--- src/rtl/divu_pkg.sv ---
package divu_pkg;

    typedef enum logic [2:0] {
        ST_IDLE,
        ST_TRIAL,
        ST_ALIGN,
        ST_ITER,
        ST_SHR,
        ST_FIN
    } divu_state_e;

    // Per-cycle datapath commands issued by the sequencer
    typedef struct packed {
        logic load;         // capture operands
        logic align_shift;  // shift divisor copy left one place
        logic iter;         // one restoring subtract/shift step
        logic shr;          // shift scaled remainder right one place
    } divu_cmd_t;

endpackage

--- src/rtl/divu_lead_one.sv ---
module divu_lead_one #(
    parameter int VW = 12,
    localparam int IW = $clog2(VW)
) (
    input  logic [VW-1:0] vec,
    output logic [IW-1:0] idx
);
    // Index of the highest set bit; 0 when the vector is zero
    always_comb begin
        idx = '0;
        for (int i = 0; i < VW; i++) begin
            if (vec[i]) idx = IW'(i);
        end
    end
endmodule

--- src/rtl/divu_datapath.sv ---
module divu_datapath
    import divu_pkg::*;
#(
    parameter int W = 8,
    localparam int AW = 2 * W + 2,
    localparam int IW = $clog2(AW)
) (
    input  logic         clk,
    input  logic         rst,
    input  divu_cmd_t    cmd,
    input  logic [W-1:0] dividend,
    input  logic [W-1:0] divisor,
    output logic         dvs_zero,
    output logic         diff_neg,
    output logic         align_more,
    output logic [W-1:0] quo_q,
    output logic [W-1:0] rem_q
);
    logic [AW-1:0] acc_q;   // accumulator X, with spare high bits and a sign bit
    logic [AW-1:0] ysh_q;   // divisor copy Y, shifted during alignment
    logic [W-1:0]  qb_q;    // quotient register B
    logic [AW-1:0] diff;
    logic [IW-1:0] acc_lead, y_lead;

    assign dvs_zero = (divisor == '0);
    assign diff     = acc_q - ysh_q;
    assign diff_neg = diff[AW-1];

    divu_lead_one #(.VW(AW)) u_lead_acc (.vec(acc_q), .idx(acc_lead));
    divu_lead_one #(.VW(AW)) u_lead_y   (.vec(ysh_q), .idx(y_lead));

    assign align_more = (y_lead < acc_lead);

    always_ff @(posedge clk) begin
        if (rst) begin
            acc_q <= '0;
            ysh_q <= '0;
            qb_q  <= '0;
        end else if (cmd.load) begin
            acc_q <= {{(AW-W){1'b0}}, dividend};
            ysh_q <= {{(AW-W){1'b0}}, divisor};
            qb_q  <= dvs_zero ? '1 : '0;
        end else if (cmd.align_shift) begin
            ysh_q <= {ysh_q[AW-2:0], 1'b0};
        end else if (cmd.iter) begin
            // Long register XB shifts left; the kept value depends on the sign
            if (diff_neg) acc_q <= {acc_q[AW-2:0], qb_q[W-1]};
            else          acc_q <= {diff[AW-2:0], qb_q[W-1]};
            qb_q <= {qb_q[W-2:0], ~diff_neg};
        end else if (cmd.shr) begin
            acc_q <= {1'b0, acc_q[AW-1:1]};
        end
    end

    assign quo_q = qb_q;
    assign rem_q = acc_q[W-1:0];


    no_overflow_chk: assert property (@(posedge clk) disable iff (rst)
        !acc_q[AW-1]);


    qbit_entry_chk: assert property (@(posedge clk) disable iff (rst)
        cmd.iter |=> (qb_q[0] == !$past(diff_neg)));

endmodule

--- src/rtl/divu_ctrl.sv ---
module divu_ctrl
    import divu_pkg::*;
#(
    parameter int W = 8,
    localparam int CW = $clog2(W + 1) + 1
) (
    input  logic      clk,
    input  logic      rst,
    input  logic      start,
    input  logic      dvs_zero,
    input  logic      diff_neg,
    input  logic      align_more,
    output divu_cmd_t cmd,
    output logic      busy,
    output logic      done,
    output logic      div_zero
);
    divu_state_e st_q;
    logic [CW-1:0] cnt_q;   // shifts counted, then steps remaining
    logic [CW-1:0] p_q;     // iteration count p
    logic          dz_q;

    always_comb begin
        cmd             = '0;
        cmd.load        = (st_q == ST_IDLE) && start;
        cmd.align_shift = (st_q == ST_ALIGN) && align_more;
        cmd.iter        = (st_q == ST_ITER);
        cmd.shr         = (st_q == ST_SHR);
    end

    always_ff @(posedge clk) begin
        if (rst) begin
            st_q  <= ST_IDLE;
            cnt_q <= '0;
            p_q   <= '0;
            dz_q  <= 1'b0;
        end else begin
            unique case (st_q)
                ST_IDLE: if (start) begin
                    dz_q <= dvs_zero;
                    st_q <= dvs_zero ? ST_FIN : ST_TRIAL;
                end
                ST_TRIAL: begin
                    cnt_q <= '0;
                    st_q  <= diff_neg ? ST_FIN : ST_ALIGN;
                end
                ST_ALIGN: begin
                    cnt_q <= cnt_q + CW'(1);
                    if (!align_more) begin
                        p_q  <= cnt_q + CW'(1);
                        st_q <= ST_ITER;
                    end
                end
                ST_ITER: begin
                    if (cnt_q == CW'(1)) begin
                        cnt_q <= p_q;
                        st_q  <= ST_SHR;
                    end else begin
                        cnt_q <= cnt_q - CW'(1);
                    end
                end
                ST_SHR: begin
                    cnt_q <= cnt_q - CW'(1);
                    if (cnt_q == CW'(1)) st_q <= ST_FIN;
                end
                ST_FIN: st_q <= ST_IDLE;
                default: st_q <= ST_IDLE;
            endcase
        end
    end

    assign busy     = (st_q != ST_IDLE);
    assign done     = (st_q == ST_FIN);
    assign div_zero = dz_q;


    done_pulse_chk: assert property (@(posedge clk) disable iff (rst)
        done |=> !done);


    busy_hold_chk: assert property (@(posedge clk) disable iff (rst)
        (busy && !done) |=> busy);


    start_ignore_chk: assert property (@(posedge clk) disable iff (rst)
        (busy && start) |-> !cmd.load);


    step_count_chk: assert property (@(posedge clk) disable iff (rst)
        (st_q == ST_ITER || st_q == ST_SHR) |-> (cnt_q != '0));

endmodule

--- src/rtl/aligned_divider.sv ---
module aligned_divider
    import divu_pkg::*;
#(
    parameter int W = 8
) (
    input  logic         clk,
    input  logic         rst,
    input  logic         start,
    input  logic [W-1:0] dividend,
    input  logic [W-1:0] divisor,
    output logic         busy,
    output logic         done,
    output logic [W-1:0] quotient,
    output logic [W-1:0] remainder,
    output logic         div_zero
);
    divu_cmd_t cmd;
    logic      dvs_zero, diff_neg, align_more;

    divu_ctrl #(.W(W)) u_ctrl (
        .clk        (clk),
        .rst        (rst),
        .start      (start),
        .dvs_zero   (dvs_zero),
        .diff_neg   (diff_neg),
        .align_more (align_more),
        .cmd        (cmd),
        .busy       (busy),
        .done       (done),
        .div_zero   (div_zero)
    );

    divu_datapath #(.W(W)) u_dp (
        .clk        (clk),
        .rst        (rst),
        .cmd        (cmd),
        .dividend   (dividend),
        .divisor    (divisor),
        .dvs_zero   (dvs_zero),
        .diff_neg   (diff_neg),
        .align_more (align_more),
        .quo_q      (quotient),
        .rem_q      (remainder)
    );


    dz_result_chk: assert property (@(posedge clk) disable iff (rst)
        (done && div_zero) |-> (quotient == '1));


    result_hold_chk: assert property (@(posedge clk) disable iff (rst)
        (!busy && !start) |=> ($stable(quotient) && $stable(remainder) && $stable(div_zero)));

endmodule

--- config.mk ---
export PLATFORM = sky130hd
export DESIGN_NAME = aligned_divider
export DESIGN_NICKNAME = d
export VERILOG_FILES = /design/src/rtl/divu_pkg.sv /design/src/rtl/divu_lead_one.sv /design/src/rtl/divu_datapath.sv /design/src/rtl/divu_ctrl.sv /design/src/rtl/aligned_divider.sv
export SDC_FILE = /design/constraint.sdc
export NUM_CORES = 1
export LEC_CHECK = 0
export BUFFER_PORTS_ARGS = -buffer_cell sky130_fd_sc_hd__clkbuf_2
export CELL_PAD_IN_SITES_DETAIL_PLACEMENT = 0
export CELL_PAD_IN_SITES_GLOBAL_PLACEMENT = 1
export CORE_AREA = 2 2 102 104
export CTS_CLUSTER_DIAMETER = 30
export DETAILED_ROUTE_END_ITERATION = 10
export DIE_AREA = 0 0 104 106
export GPL_TIMING_DRIVEN = 0
export PLACE_DENSITY_LB_ADDON = 0.1
export SYNTH_ARGS = -nofsm -noshare
export SYNTH_HDL_FRONTEND = slang
export SYNTH_HIERARCHICAL = 1
export SYNTH_SLANG_ARGS = --single-unit
--- constraint.sdc ---
create_clock -name clk -period 5.1 [get_ports clk]
set_input_delay 1.02 -clock clk [delete_from_list [all_inputs] [get_ports clk]]
set_output_delay 1.02 -clock clk [all_outputs]
set_load 0.03 [all_outputs]
==> results.md, run 1 <==
- The overall fraction of global-route tracks in use is 0.2593.
- In this run the worst path has a maximum fanout of 10.
- The number of nets in the synthesized netlist is 669.
- The number of global-route vias before repair came to 4,502.
- In the finished design, the share of the clock period the worst path needs comes to 0.8224.
- The number of endpoints with negative hold slack in the final report is 0.
- The unique cell type count in the Yosys netlist is 76.
- The minimum clock period is 4194 ps.
- After clock tree synthesis, the setup repair step added 0 buffers.
- The mean cell area of the mapped netlist is 7.411 sq um.
- By count the netlist is led by 88 x sky130_fd_sc_hd__nor2_1, 58 x sky130_fd_sc_hd__dfxtp_1, 52 x sky130_fd_sc_hd__a21oi_1, 42 x sky130_fd_sc_hd__inv_1, 41 x sky130_fd_sc_hd__nand2_1.
- After synthesis the netlist holds a flip-flop and latch count of 58.
- The design draws 0.003485 W.
- The transition time at the pin with the least slew margin is 837.5 ps.
- The weighted congestion reported at the end of routability-driven placement is 0.8815.
- At the worst endpoint, the required time is 5390 ps.
- Including well taps, the total number of placed cells is 798.
- The core region is 10000 sq um.
- The number of port buffers is 37.
- The number of antenna diodes in the final layout is 0.
- The overall overflow remaining after global route is 0.
- The relative area change from synthesis to final layout is 12.21%.
- The total via count in the routed design is 4,763.
- Of the synthesized area, sequential elements account for 0.2507.
- In the final routed layout, each cell accounts on average for 17.14 microns.
- For the final routed database, the setup TNS stands at 0 ps.
- The finished layout holds 814 standard cells, fillers aside.
- Timing would allow up to 238.4 MHz.
- The H-tree level count is 3.
- CTS saw 58 sinks.
- The maximum number of pins on one net before global-route repair is 13.
- STA classifies the critical path startpoint as a flop.
- The worst setup timing slack at the placement stage is 1026 ps.
- The placement row count is 37.
- After layout, the worst setup slack is 905.6 ps.
- The number of hold buffers added after cts is 0.
- The CTS clock-pin slew for the worst setup and hold paths is 80 ps.
- The floorplan step defined a die boundary enclosing 11,020 sq um.
- The startpoint identified for the worst register-to-register timing path is u_dp/acc_q[4].
- Across the run, the number of max-cap violations was 0.
- For this configuration, the core starts out at a cell density of 0.4632.
- The root buffer cell is sky130_fd_sc_hd__clkbuf_8.
- Clock tree synthesis inserted a total of 9 buffers.
- Setup violations remaining at the end of the flow were counted as 0.
- The number of nets with antenna violations after detailed routing is 0.
- The total count of max-transition violations in the final report was 0.
- The total routed wirelength is 13.95 mm.
- The analysis attributes to cell leakage a power of 1.958 nW.
- By area the synthesized netlist is led by sky130_fd_sc_hd__dfxtp_1 25%, sky130_fd_sc_hd__nor2_1 7.1%, sky130_fd_sc_hd__ha_1 6.5%.
- The per-cell via count in the routed design is 5.851.
- Of the post-synthesis cell area, the dominant cell type holds 0.2507.
- The I/O pin count is 38.
- The number of enable-type register cells in the synthesized netlist is 0.
- The endpoint identified for the worst register-to-register timing path is u_dp/acc_q[6].
- The global-route wire length before repair is 23.11 mm.
- The final layout contains 717 nets.
- For the worst-skew pair, the clock arrives at the later sink with an insertion delay of 350 ps.
- In this run the horizontal extent of the chip is 104 microns.
- The async set or reset register ratio after synthesis is 0.
- The cell accounting for the most synthesized area is sky130_fd_sc_hd__dfxtp_1.
- The type of the worst min-delay path is reg -> reg.
- STA puts the critical path data arrival time at 4490 ps.
- The initial antenna violation count is 0.
- The HPWL after detailed placement is 10.65 mm.
- The capturing instance or port of the critical path is u_dp/acc_q[6].
- Yosys printed 6 warnings.
- The critical path starts at u_dp/acc_q[4].
- Synthesis produced 625 cells.
- The most frequently used cell type in the post-synthesis netlist is sky130_fd_sc_hd__nor2_1.
- The number of design rule violations left after detail routing is 0.
- The number of iterations in the first detailed-routing pass is 5.
- The synthesized netlist occupies a cell area of 4632 sq um.
- The count of cells resized by post-cts repair is 0.
- In this run the tightest slew margin relative to its limit is 0.4396.
- From bottom edge to top edge, the die measures 106 microns.
- The worst setup path is captured at a flop.
- The most instantiated flip-flop cell in the synthesis netlist is sky130_fd_sc_hd__dfxtp_1.
- Counting cells, the worst reg-to-reg path comes to 17.
- The CTS tree is built.
- Across the routed clock network, the largest skew measured is 13.45 ps.
- The flow ran to the end, and the final reports show no timing, DRC or antenna violations.
- The total power density per cell area is 670.5 nW/um^2.
- The detailed router finished its first iteration with 331 violations.
- The clock tree buffer depth is 2.
- Setup repair after global routing left no endpoint under its margin.
- Of the cells placed in the final design, the portion with a size suffix greater than 1 is 0.1342.
- VDD sags by at most 439.6 uV.
- By startpoint and endpoint, the worst setup path is classified as reg -> reg.
- The setup slack of the worst register-to-register path is 910 ps.
-- how the worst min path moves through the flow --
| stage | startpoint | end | slack (ps) | cells past startpoint |
|---|---|---|---|---|
| 6_report | u_dp/quo_q[1] | u_dp/quo_q[1] | 500 | 2 |
| 3_5_place_dp | u_dp/quo_q[1] | u_dp/quo_q[2] | 490 | 2 |
| 4_1_cts | u_dp/quo_q[1] | u_dp/quo_q[2] | 500 | 2 |
| 3_3_place_gp | u_dp/quo_q[1] | u_dp/quo_q[2] | 480 | 2 |
| 5_1_grt | u_dp/quo_q[4] | u_dp/quo_q[5] | 530 | 2 |
| 2_1_floorplan | u_ctrl/p_q[1] | u_ctrl/p_q[1] | 460 | 2 |
-- through the flow --
step	hold WS, ps	area [sq um]	util
2_1_floorplan	461.0	4632	-
3_3_place_gp	475.8	4987	0.4987
3_5_place_dp	487.9	4987	0.4987
4_1_cts	497.1	5197	0.5198
5_1_grt	531.3	5197	0.5198
6_report	499.4	5197	0.5198
-- kinds of logic after synthesis --
family,after synthesis,synth area share
xor+xnor,17,0.03215
fa+ha+maj,25,0.06915
simple gates,228,0.2439
buf+inv,90,0.08455
mux,23,0.05105
flops,58,0.2507
compound gates,184,0.2685
-- critical path, stage by stage (launching register included) --
cell	delay, ps
sky130_fd_sc_hd__dfxtp_1	590
sky130_fd_sc_hd__o311ai_1	180
sky130_fd_sc_hd__a311oi_1	390
sky130_fd_sc_hd__nor2_1	80
sky130_fd_sc_hd__inv_1	70
sky130_fd_sc_hd__ha_1	220
sky130_fd_sc_hd__a21oi_1	130
sky130_fd_sc_hd__nor2b_1	60
sky130_fd_sc_hd__o21ai_0	140
sky130_fd_sc_hd__nand2b_1	70
sky130_fd_sc_hd__a21oi_1	320
sky130_fd_sc_hd__and3_1	330
sky130_fd_sc_hd__or2_2	140
sky130_fd_sc_hd__clkbuf_1	300
sky130_fd_sc_hd__clkbuf_1	460
sky130_fd_sc_hd__nand2_1	110
sky130_fd_sc_hd__a311oi_1	400
sky130_fd_sc_hd__a311o_1	160
-- placed cells by master, fill, tap and decap left out, types with 8 or more instances in the layout --
cell type                   n
sky130_fd_sc_hd__nand3_1    9
sky130_fd_sc_hd__nor4_1     8
sky130_fd_sc_hd__nor2_1    88
sky130_fd_sc_hd__xor2_1     9
sky130_fd_sc_hd__clkbuf_8  10
sky130_fd_sc_hd__nand2_1   41
sky130_fd_sc_hd__nor3_1    29
sky130_fd_sc_hd__dfxtp_1   58
sky130_fd_sc_hd__mux2i_1   21
sky130_fd_sc_hd__o211ai_1  11
sky130_fd_sc_hd__nand2b_1   9
sky130_fd_sc_hd__a31oi_1   16
sky130_fd_sc_hd__buf_4      8
sky130_fd_sc_hd__ha_1      24
sky130_fd_sc_hd__a211oi_1   8
sky130_fd_sc_hd__clkbuf_2  38
sky130_fd_sc_hd__xnor2_1    8
sky130_fd_sc_hd__clkbuf_1  21
sky130_fd_sc_hd__inv_1     42
sky130_fd_sc_hd__buf_1      9
sky130_fd_sc_hd__a21oi_1   52
sky130_fd_sc_hd__o311a_1    8
sky130_fd_sc_hd__o21ai_0   26
-- sequential cells by signal, indices dropped and copies added (netlist names) --
| signal | count |
|---|---|
| u_dp/quo_q | 8 |
| u_ctrl/div_zero | 1 |
| u_dp/acc_q | 18 |
| u_ctrl/cnt_q | 5 |
| u_ctrl/st_q | 3 |
| u_ctrl/p_q | 5 |
| u_dp/ysh_q | 18 |
-- per-layer routing --
layer | track usage | up-vias | wire length [microns]
met5 | 0 | - | 0
met4 | 0.1014 | 0 | 316
li1 | - | 2364 | -
met1 | 0.3525 | 2233 | 6496
met2 | 0.4070 | 140 | 6289
met3 | 0.04844 | 26 | 852
-- report_power, final --
part,total (W),internal [W],switching [W]
Clock,0.000457,0.000244,0.000214
Combinational,0.00234,0.000875,0.00146
Sequential,0.000690,0.000546,0.000143
-- cell type report --
type                            instances  area (sq um)
Timing Repair Buffer                   37         185.2
Clock buffer                           10         137.6
Clock inverter                          6         72.57
Buffer                                 47         230.2
Sequential cell                        58          1161
Multi-Input combinational cell        477          3079
Tap cell                              136         170.2
Fill cell                            1025          4802
Inverter                               43         161.4
No activity file was read; power rests on OpenSTA's default activity.
==> inputs of run 2 (changes only) <==
--- a/config.mk
+++ b/config.mk
@@ -8,10 +8,10 @@
 export BUFFER_PORTS_ARGS = -buffer_cell sky130_fd_sc_hd__clkbuf_2
 export CELL_PAD_IN_SITES_DETAIL_PLACEMENT = 0
 export CELL_PAD_IN_SITES_GLOBAL_PLACEMENT = 1
-export CORE_AREA = 2 2 102 104
+export CORE_AREA = 2 2 105 107
 export CTS_CLUSTER_DIAMETER = 30
 export DETAILED_ROUTE_END_ITERATION = 10
-export DIE_AREA = 0 0 104 106
+export DIE_AREA = 0 0 107 109
 export GPL_TIMING_DRIVEN = 0
 export PLACE_DENSITY_LB_ADDON = 0.1
 export SYNTH_ARGS = -nofsm -noshare
==> constraint.sdc (replaced) <==
create_clock -name clk -period 4 [get_ports clk]
set_input_delay 0.8 -clock clk [delete_from_list [all_inputs] [get_ports clk]]
set_output_delay 0.8 -clock clk [all_outputs]
set_load 0.03 [all_outputs]
==> results.md, run 2 (synthesis gave the netlist of run 1 again) <==
- The worst register-to-register path has a setup slack of 240 ps.
- Pin placement for this block handled 38 I/O pins.
- Setup slack closes at 240.0 ps.
- Headroom to the max-slew limit came out at 0.4697.
- In this run the post-CTS setup repair buffer count came out at 0.
- The detail route stage leaves a number of antenna-violating nets equal to 0.
- The number of non-filler instances in the completed layout is 818.
- The overall overflow remaining after global route is 0.
- The total clock sinks is 58.
- The number of antenna diodes is 0.
- The total clock buffers created by CTS is 9.
- The worst setup path startpoint is u_dp/acc_q[3].
- The floorplan die area is 11,660 sq um.
- Following the worst setup path forward leads to its endpoint at u_dp/acc_q[6].
- The HPWL after detailed placement is 10.76 mm.
- The net count of the finished layout is 717.
- The later pin in the worst-skew pair is clocked with a latency of 350 ps.
- STA classifies the critical path endpoint as a flop.
- At the placement stage, the worst setup path has a slack of -50.12 ps.
- The initial cell density of the core is 0.4369.
- The total routed wirelength is 14.35 mm.
- The sum of negative setup slack is 0 ps.
- Setup repair after global routing left no endpoint under its margin.
- For this design the total switching power over the nets is 0.002295 W.
- The share of total power dissipated in sequential elements is 0.201.
- After the first detailed-routing iteration, the DRC count stood at 356.
- Derived from the worst setup path, the maximum achievable clock frequency is 266.0 MHz.
- TritonCTS built the clock tree.
- From left edge to right edge, the die measures 107 microns.
- Hold is met by 501.6 ps.
- The relative area change from synthesis to final layout is 12.16%.
- The per-cell via count in the routed design is 5.835.
- The number of endpoints with negative hold slack in the final report is 0.
- The count of cells along the worst register-to-register path is 18.
- The top metal layer carrying routed signals is met4.
- The total count of max-transition violations in the final report is 0.
- The CTS clock-pin slew for the worst setup and hold paths is 70 ps.
- The critical path start-end classification is reg -> reg.
- For this run, the share of the core covered by cells in the final layout is 0.4900.
- The combinational group share of total power is 0.676.
- The weighted congestion reported at the end of routability-driven placement is 0.9209.
- The number of global-route vias before repair came to 4,446.
- The wire length on met1 is 6.765 mm.
- The number of iterations in the first detailed-routing pass is 6.
- The number of port buffers is 37.
- The analysis attributes to cell leakage a power of 1.961 nW.
- In this run the critical register-to-register path is launched from u_dp/acc_q[3].
- The final setup violation count is 0.
- The share of cells above drive strength 1 is 0.1431.
- The reg-to-reg critical path endpoint is u_dp/acc_q[6].
- The portion of the clock cycle consumed by the worst path in the final layout is 0.9400.
- The minimum clock period is 3760 ps.
- The root buffer cell is sky130_fd_sc_hd__clkbuf_8.
- In the routed design, unresolved DRC markers number 0.
- The maximum number of pins on one net before global-route repair is 12.
- The overall fraction of global-route tracks in use is 0.2560.
- The internal portion of total power is 0.002107 W.
- The biggest fanout along the worst timing path is 10.
- The library cells used most frequently in the layout, excluding fill and tap cells, are 87 x sky130_fd_sc_hd__nor2_1, 57 x sky130_fd_sc_hd__dfxtp_1, 51 x sky130_fd_sc_hd__a21oi_1.
- For this block, the via count after detailed routing is 4,773.
- The initial antenna violation count is 0.
- The floorplan die height is 109 microns.
- The worst endpoint data arrival time is 4050 ps.
- The flow ran to the end, and the final reports show no timing, DRC or antenna violations.
- The clock network power share is 0.123.
- The routed wire length on met2 is 6.438 mm.
- The worst-case clock skew is 6.640 ps.
- Row generation in the floorplan step produced 38 rows.
- The required time of the critical path is 4290 ps.
- Across the VDD grid, the largest voltage drop is 376.9 uV.
- The total met3 wirelength after detailed routing is 946 microns.
- The tool flagged a number of max-cap violations equal to 0.
- The worst setup path is launched from a flop.
- In this run the worst hold path is classified as reg -> reg.
- Dividing total power by cell area gives a power density of 847.3 nW/um^2.
- The standard cell core area is 10,600 sq um.
- The transition time at the pin with the least slew margin is 792.5 ps.
- In this run, placement finished with an instance count of 802.
- The H-tree level count is 3.
- The first global-routing pass estimated 23.34 mm of wire.
- The switching part of the total power is 0.5213.
- The library cell used most frequently in the layout, excluding fill and tap cells, is sky130_fd_sc_hd__nor2_1.
- In the final routed layout, each cell accounts on average for 17.55 microns.
- The clock tree buffer depth is 2.
run 2: metal layers:
metal  GRT usage  up-vias
met5           0        -
met3     0.04423       22
met1      0.3575     2227
li1            -     2364
met2      0.4026      160
met4     0.08071        0
run 2: per-stage QoR:
stage | area (sq um) | power (W)
6_report | 5195 | 0.004402
4_1_cts | 5180 | 0.004366
3_3_place_gp | 4992 | 0.003780
5_1_grt | 5195 | 0.004767
2_1_floorplan | 4632 | 0.003060
3_5_place_dp | 4992 | 0.003810
run 2: cell type report:
type / instances / area, sq um
multi-input combinational: 477 / 3092
timing repair buffer: 37 / 185.2
clock buffer: 10 / 127.6
clock inverter: 6 / 57.56
fill: 1075 / 5408
inverter: 43 / 161.4
sequential: 58 / 1162
buffer: 47 / 234.0
tap: 140 / 175.2
run 2: repair_timing:
| action | 4_1_cts | 5_1_grt |
|---|---|---|
| hold buffers | 0 | 0 |
| resized for setup | 2 | 6 |
| setup endpoints to repair | 11 | 20 |
run 2: how the worst min path moves through the flow:
| stage | startpoint | to | cells after the start |
|---|---|---|---|
| global route | u_ctrl/p_q[4] | u_ctrl/p_q[4] | 2 |
| CTS | u_dp/quo_q[1] | u_dp/quo_q[2] | 2 |
| finish | u_dp/quo_q[1] | u_dp/quo_q[2] | 2 |
| detailed placement | u_ctrl/p_q[1] | u_ctrl/p_q[1] | 2 |
| floorplan | u_ctrl/p_q[1] | u_ctrl/p_q[1] | 2 |
| global placement | u_ctrl/div_zero | u_ctrl/div_zero | 2 |
run 2: power groups by stage:
stage / Sequential (W) / Clock, W / Combinational (W)
5_1_grt: 0.000906 / 0.000583 / 0.00328
6_report: 0.000884 / 0.000543 / 0.00297
3_5_place_dp: 0.000893 / 0 / 0.00292
4_1_cts: 0.000880 / 0.000558 / 0.00293
3_3_place_gp: 0.000888 / 0 / 0.00289
2_1_floorplan: 0.000862 / 0 / 0.00220
run 2: worst max-delay path, cell delays in order, from the launching register on:
cell and delay, ps:
sky130_fd_sc_hd__dfxtp_1 510, sky130_fd_sc_hd__nor2_1 80, sky130_fd_sc_hd__o311ai_1 250, sky130_fd_sc_hd__a311oi_1 140, sky130_fd_sc_hd__nor2_1 110, sky130_fd_sc_hd__inv_1 50, sky130_fd_sc_hd__ha_1 280, sky130_fd_sc_hd__a21oi_1 130
sky130_fd_sc_hd__nor2b_1 50, sky130_fd_sc_hd__o21ai_0 140, sky130_fd_sc_hd__nand2b_1 90, sky130_fd_sc_hd__a21oi_2 240, sky130_fd_sc_hd__and3_1 310, sky130_fd_sc_hd__or2_2 150, sky130_fd_sc_hd__clkbuf_1 240, sky130_fd_sc_hd__buf_2 310
sky130_fd_sc_hd__nand2_1 100, sky130_fd_sc_hd__a311oi_2 340, sky130_fd_sc_hd__a311o_1 160
